`src/rtl/reset_cause_pkg.sv`:
```
package reset_cause_pkg;
  localparam int SRC_N = 4;
  localparam int REG_W = 8;
  localparam int POR_BIT = 0;
  localparam int EXT_BIT = 1;
  localparam int WDT_BIT = 2;
  localparam int BOD_BIT = 3;

  typedef struct packed {
    logic [SRC_N-1:0] setV;
    logic [SRC_N-1:0] clrV;
  } strobe_t;
endpackage

```
`src/rtl/reset_cause_ctrl.sv`:
```
module reset_cause_ctrl
  import reset_cause_pkg::*;
(
  input  logic             clk,
  input  logic             rstN,
  input  logic             porIn,
  input  logic             extIn,
  input  logic             wdtTimeout,
  input  logic             wdtEnable,
  input  logic             bodIn,
  input  logic             collapseIn,
  input  logic             wrEn,
  input  logic [SRC_N-1:0] wrData,
  output strobe_t          strb
);
  logic bodPrev;
  logic decayed;
  logic bodFall;
  logic wdtHit;
  logic [SRC_N-1:0] swClr;

  assign bodFall = bodPrev && !bodIn;
  assign wdtHit  = wdtTimeout && wdtEnable;
  assign swClr   = wrEn ? wrData : '0;

  always_ff @(posedge clk or negedge rstN) begin
    if (!rstN) begin
      bodPrev <= 1'b0;
      decayed <= 1'b0;
    end else begin
      bodPrev <= bodIn;
      if (collapseIn) decayed <= 1'b1;
      else if (bodFall) decayed <= 1'b0;
    end
  end

  always_comb begin
    strb = '0;
    strb.setV[POR_BIT] = porIn;
    strb.clrV[POR_BIT] = swClr[POR_BIT];

    strb.setV[EXT_BIT] = extIn && !porIn;
    strb.clrV[EXT_BIT] = porIn || swClr[EXT_BIT];

    strb.setV[WDT_BIT] = wdtHit && !porIn && !extIn && !bodIn;
    strb.clrV[WDT_BIT] = porIn || extIn || bodIn || swClr[WDT_BIT];

    strb.setV[BOD_BIT] = !porIn && !collapseIn &&
                         ((bodIn && !decayed) || (bodFall && decayed));
    strb.clrV[BOD_BIT] = porIn || collapseIn || swClr[BOD_BIT];
  end
endmodule

```
`src/rtl/reset_cause_flags.sv`:
```
module reset_cause_flags
  import reset_cause_pkg::*;
(
  input  logic             clk,
  input  logic             rstN,
  input  strobe_t          strb,
  output logic [SRC_N-1:0] flags
);
  for (genvar i = 0; i < SRC_N; i++) begin : g_flag
    always_ff @(posedge clk or negedge rstN) begin
      if (!rstN) flags[i] <= 1'b0;
      else if (strb.setV[i]) flags[i] <= 1'b1;
      else if (strb.clrV[i]) flags[i] <= 1'b0;
    end
  end
endmodule

```
`src/rtl/reset_cause_reg.sv`:
```
module reset_cause_reg
  import reset_cause_pkg::*;
(
  input  logic             clk,
  input  logic             rstN,
  input  logic             porIn,
  input  logic             extIn,
  input  logic             wdtTimeout,
  input  logic             wdtEnable,
  input  logic             bodIn,
  input  logic             collapseIn,
  input  logic             wrEn,
  input  logic [SRC_N-1:0] wrData,
  output logic [REG_W-1:0] rdData
);
  strobe_t strb;
  logic [SRC_N-1:0] flags;

  reset_cause_ctrl ctrl (
    .clk(clk), .rstN(rstN), .porIn(porIn), .extIn(extIn),
    .wdtTimeout(wdtTimeout), .wdtEnable(wdtEnable), .bodIn(bodIn),
    .collapseIn(collapseIn), .wrEn(wrEn), .wrData(wrData), .strb(strb)
  );

  reset_cause_flags dp (
    .clk(clk), .rstN(rstN), .strb(strb), .flags(flags)
  );

  assign rdData = {{(REG_W-SRC_N){1'b0}}, flags};
endmodule

```
`config.mk`:
```
export PLATFORM = sky130hd
export DESIGN_NAME = reset_cause_reg
export DESIGN_NICKNAME = d
export VERILOG_FILES = /design/src/rtl/reset_cause_pkg.sv /design/src/rtl/reset_cause_ctrl.sv /design/src/rtl/reset_cause_flags.sv /design/src/rtl/reset_cause_reg.sv
export SDC_FILE = /design/constraint.sdc
export NUM_CORES = 1
export LEC_CHECK = 0
export ABC_AREA = 1
export BUFFER_PORTS_ARGS = -buffer_cell sky130_fd_sc_hd__buf_2
export CORE_AREA = 4 4 41 43
export CTS_CLUSTER_SIZE = 12
export DETAILED_ROUTE_END_ITERATION = 12
export DIE_AREA = 0 0 45 47
export PLACE_DENSITY_LB_ADDON = 0.1
export SYNTH_ARGS = -nofsm -noshare
export SYNTH_HDL_FRONTEND = slang
export SYNTH_SLANG_ARGS = --single-unit
```
`constraint.sdc`:
```
create_clock -name clk -period 2.05 [get_ports clk]
set_clock_uncertainty 0.2 [all_clocks]
set_input_delay 0.1025 -clock clk [delete_from_list [all_inputs] [get_ports clk]]
set_output_delay 0.1025 -clock clk [all_outputs]
set_load 0.02 [all_outputs]
```
**Word level (Yosys, flattened, before mapping)**

Cells that the tools add are included.

- Mux-type cells: 11
- Reduce and logical (&&, ||, !) cells: 27

Operator list:

| operator | number |
|---|---|
| 1-bit logical AND | 10 |
| 1-bit 2-to-1 mux | 10 |
| 2-bit nonzero test | 5 |
| 1-bit logical OR | 7 |
| 1-bit zero test | 5 |
| 4-bit 2-to-1 mux | 1 |

- Register bits: 6
- Logic and storage cells: 44
- Output and inout bits: 8
- Bits of input ports: 13

**Depth between registers and ports, before layout**

- Depth after elaboration: 6
- Depth in mapped cells: 5
- Depth with buffers taken out: 5

**By module**

From an unflattened synthesis, not the netlist that was laid out.

- Cell total of the unflattened synthesis: 53
- Area, all modules: 352.8 um^2

Modules (own cells, without submodules):

| module | area each (um^2) | instances | sequential area each (um^2) | cells each |
|---|---|---|---|---|
| reset_cause_flags | 160.2 | 1 | 100.1 | 20 |
| reset_cause_ctrl | 158.9 | 1 | 50.0 | 28 |
| reset_cause_reg | 33.8 | 1 | 0.0 | 5 |

**Least setup slack after synthesis**

No wires, ideal clock.

- Path kind: register to register
- From: register dp.flags[3] (netlist name)
- To: register dp.flags[3]
- Buffers on the path: 0
- Library setup time: 0.113 ns
- Slack: 1.072 ns
- Clock period less this slack: 0.978 ns
- Cell stages (with the launch flop): 5
- Data required time: 1.737 ns
- Arrival: 0.665 ns
- Cell sequence: dfrtp_1 > nand2_1 > nand3_1 > nand2_1 > inv_1

RTL lines:

| what | line | source |
|---|---|---|
| end signal: indexed assignment | reset_cause_flags.sv:11 | `if (!rstN) flags[i] <= 1'b0;` |
| end signal: indexed assignment | reset_cause_flags.sv:12 | `else if (strb.setV[i]) flags[i] <= 1'b1;` |
| end signal: indexed assignment | reset_cause_flags.sv:13 | `else if (strb.clrV[i]) flags[i] <= 1'b0;` |
| end: declaration | reset_cause_flags.sv:7 | `output logic [SRC_N-1:0] flags` |

**Final worst setup path**

- From: input extIn
- To: register dp.flags[1]

- Longest elaborated chain between the ends: 2
- Elaborated cells on any way between the ends: 3
- Classes of those cells: mux: 1; reduce/logical: 2

RTL lines:

| what | line | source |
|---|---|---|
| start: declaration | reset_cause_reg.sv:7 | `input logic extIn,` |
| 1-bit logical AND (*) | reset_cause_ctrl.sv:42 | `strb.setV[EXT_BIT] = extIn && !porIn;` |
| 1-bit 2-to-1 mux / 2-bit nonzero test (equally long branches) | - |  |

Every way passes the cells marked *; elsewhere a longest branch is shown, timed or not.
A chain may end at the register's enable or synchronous reset.

==> run metrics <==
Detail Placement HPWL 531.6 um; Max Slew Vio Count 0; R2R setup slack 700 ps; CTS max path bufs 2; Synth Instances 36; fin cells 80; Leak Pwr 0.2783 nW; cells on worst reg2reg path 3; row cnt 13; Peak VDD IR 0.2398 mV; fraction of registers with async set/reset 100.0%; commonest cells in the netlist nand2_1 (12), dfrtp_1 (6), buf_4 (4), inv_1 (4); drt first pass iters 2; Crit. Startpoint extIn; GRT busiest layer met2; Post-synth EDFFs 0; critical path capture point type flop; Yosys top cell area share 52.17%; area leader, netlist dfrtp_1; DRC 0; vias in the first global route 280; Worst Setup EP dp.flags[1]$_DFFE_PN0P_; Total Wirelength 691 um; CP Data Required Time 1980 ps; post-route ant nets 0; dominant synthesized flop cell dfrtp_1; layout cells sized above 1 30.77%; # diodes 0; Resized cells post-CTS 0; Starting DRT DRC Count 1; Root Buffer clkbuf_4; clock-pin slew on the worst setup and hold paths 50 ps; RSZ-0062 raised after global routing no; Starting Density 22.12%; GRT Total Usage 7.625%; synth top area cells dfrtp_1 (52%), nand2_1 (16%), buf_4 (10%); pwr/cell area 607.8 mW/mm^2; Critical Path Fanout Max 2; grt ovf 0; Final Critical Period 1468 ps; Critical Path Start Type input pin; Ys Warns 0; Final period util 71.61%; Fin Hold WS -33.64 ps; CTS tree yes; FF-to-FF End dp.flags[1]$_DFFE_PN0P_; failing checks hold timing; met3 Use GR 2.299%; die width 45 um; WL per Instance 8.638 um; Final setup viols 0; Seq cells post-synth 6; worst hold stages 4; status finished with violations; htree depth 1; vias per inst 3.750; vias post-DR 300; Final TNS setup 0 ps; critical path arrival 1400 ps; GR Util met2 9.887%; post-synthesis sequential area ratio 52.17%; GR met1 Demand/Resource 9.238%; first-pass GRT wire length 1069 um; # clock sinks 6; max-cap violation count 0; Layout area overhead 73.91%; Worst-Skew Late Latency 250 ps; Placed Cells 66; NumNets Final 80; Netlist Area Pre-Place 287.8 sq um; post-synth cell types 10; Worst Hold Class in2reg; initial antenna violation count 0; Core ar. 0.001301 sq mm; port buffer count 16; Final GP Congestion 0.6844; Syn Area/Cell 7.994 sq um; Max Fclk 681.2 MHz; Crit Path Class in2reg; die height 47 um; reg-to-reg startpoint dp.flags[1]$_DFFE_PN0P_; I/O Pins 21; die footprint 0.002115 sq mm; top-count cell post-synth nand2_1; cts bufs inserted 3; final hold vios 1; largest net degree at the start of global routing 7
[placed cells by master (no fill, tap or decap), types with 3 or more instances in the layout]
master,instances
dlygate4sd3_1,11
clkbuf_4,3
inv_1,4
nand2_1,12
conb_1,4
dfrtp_1,6
nand3_1,3
a21oi_1,3
buf_2,16
[routing by layer]
layer  routed length (um)  share of wire, %
met1                  311                45
met2                  259                37
met3                   97                14
met4                   22               3.2
met5                    0                 0
[how the worst min path moves through the flow]
stage / start / endpoint / slack (ps)
3_3_place_gp: rstN / dp.flags[3]$_DFFE_PN0P_ / -260
4_1_cts: wrData[3] / dp.flags[3]$_DFFE_PN0P_ / 10
3_5_place_dp: rstN / ctrl.decayed$_DFFE_PN0P_ / -260
6_report: wrEn / dp.flags[2]$_DFFE_PN0P_ / -30
5_1_grt: rstN / ctrl.bodPrev$_DFF_PN0_ / 40
2_1_floorplan: rstN / ctrl.bodPrev$_DFF_PN0_ / -390
[area by class of cell]
cell class	count	area (sq um)
flip-flops and latches	6	150.1
inverters	5	18.77
fillers	138	800.8
clock buffers	3	22.52
multi-input cells	24	100.1
well taps	15	18.77
repair buffers	27	190.2
[where the power goes]
part,switching (mW),internal [mW]
Combinational,0.0300,0.0308
Clock,0.0492,0.0667
Sequential,0.00273,0.125
[per-stage QoR]
step / instance area, sq um / hold WS [ps] / total power, mW / setup WS, ps / util (%)
after floorplan: 299.0 / -393.1 / 0.1588 / 1072 / -
after global placement: 367.9 / -261.3 / 0.1748 / 1078 / 28.27
after detailed placement: 367.9 / -262.9 / 0.1745 / 1068 / 28.27
after CTS: 490.5 / 9.845 / 0.3053 / 67.31 / 37.69
after global routing: 500.5 / 36.42 / 0.3155 / 499.7 / 38.46
final: 500.5 / -33.64 / 0.3042 / 582.0 / 38.46
[critical path: stages]
cell,delay (ps)
dlygate4sd3_1,520
buf_2,120
inv_1,60
a21oi_1,60
dlygate4sd3_1,540
[cell families (layout without fill, tap and decap cells)]
family / count (synthesis) / in the layout / share of synthesized area, %
buffers and inverters: 9 / 35 / 16.95
AOI/OAI and AO/OA: 3 / 3 / 5.216
and+or+nand+nor: 17 / 17 / 24.35
other: 1 / 4 / 1.303
DFF: 6 / 6 / 52.17
[state kept, by name (all words and copies together), names as in the netlist]
register	count
ctrl.bodPrev	1
ctrl.decayed	1
dp.flags	4
[what timing repair did]
action                     4_1_cts  5_1_grt
hold buffers                    10        2
setup endpoints to repair        0        1
hold endpoints to repair        12        1
setup buffers                    0        0
(Power assumes the default switching activity.)
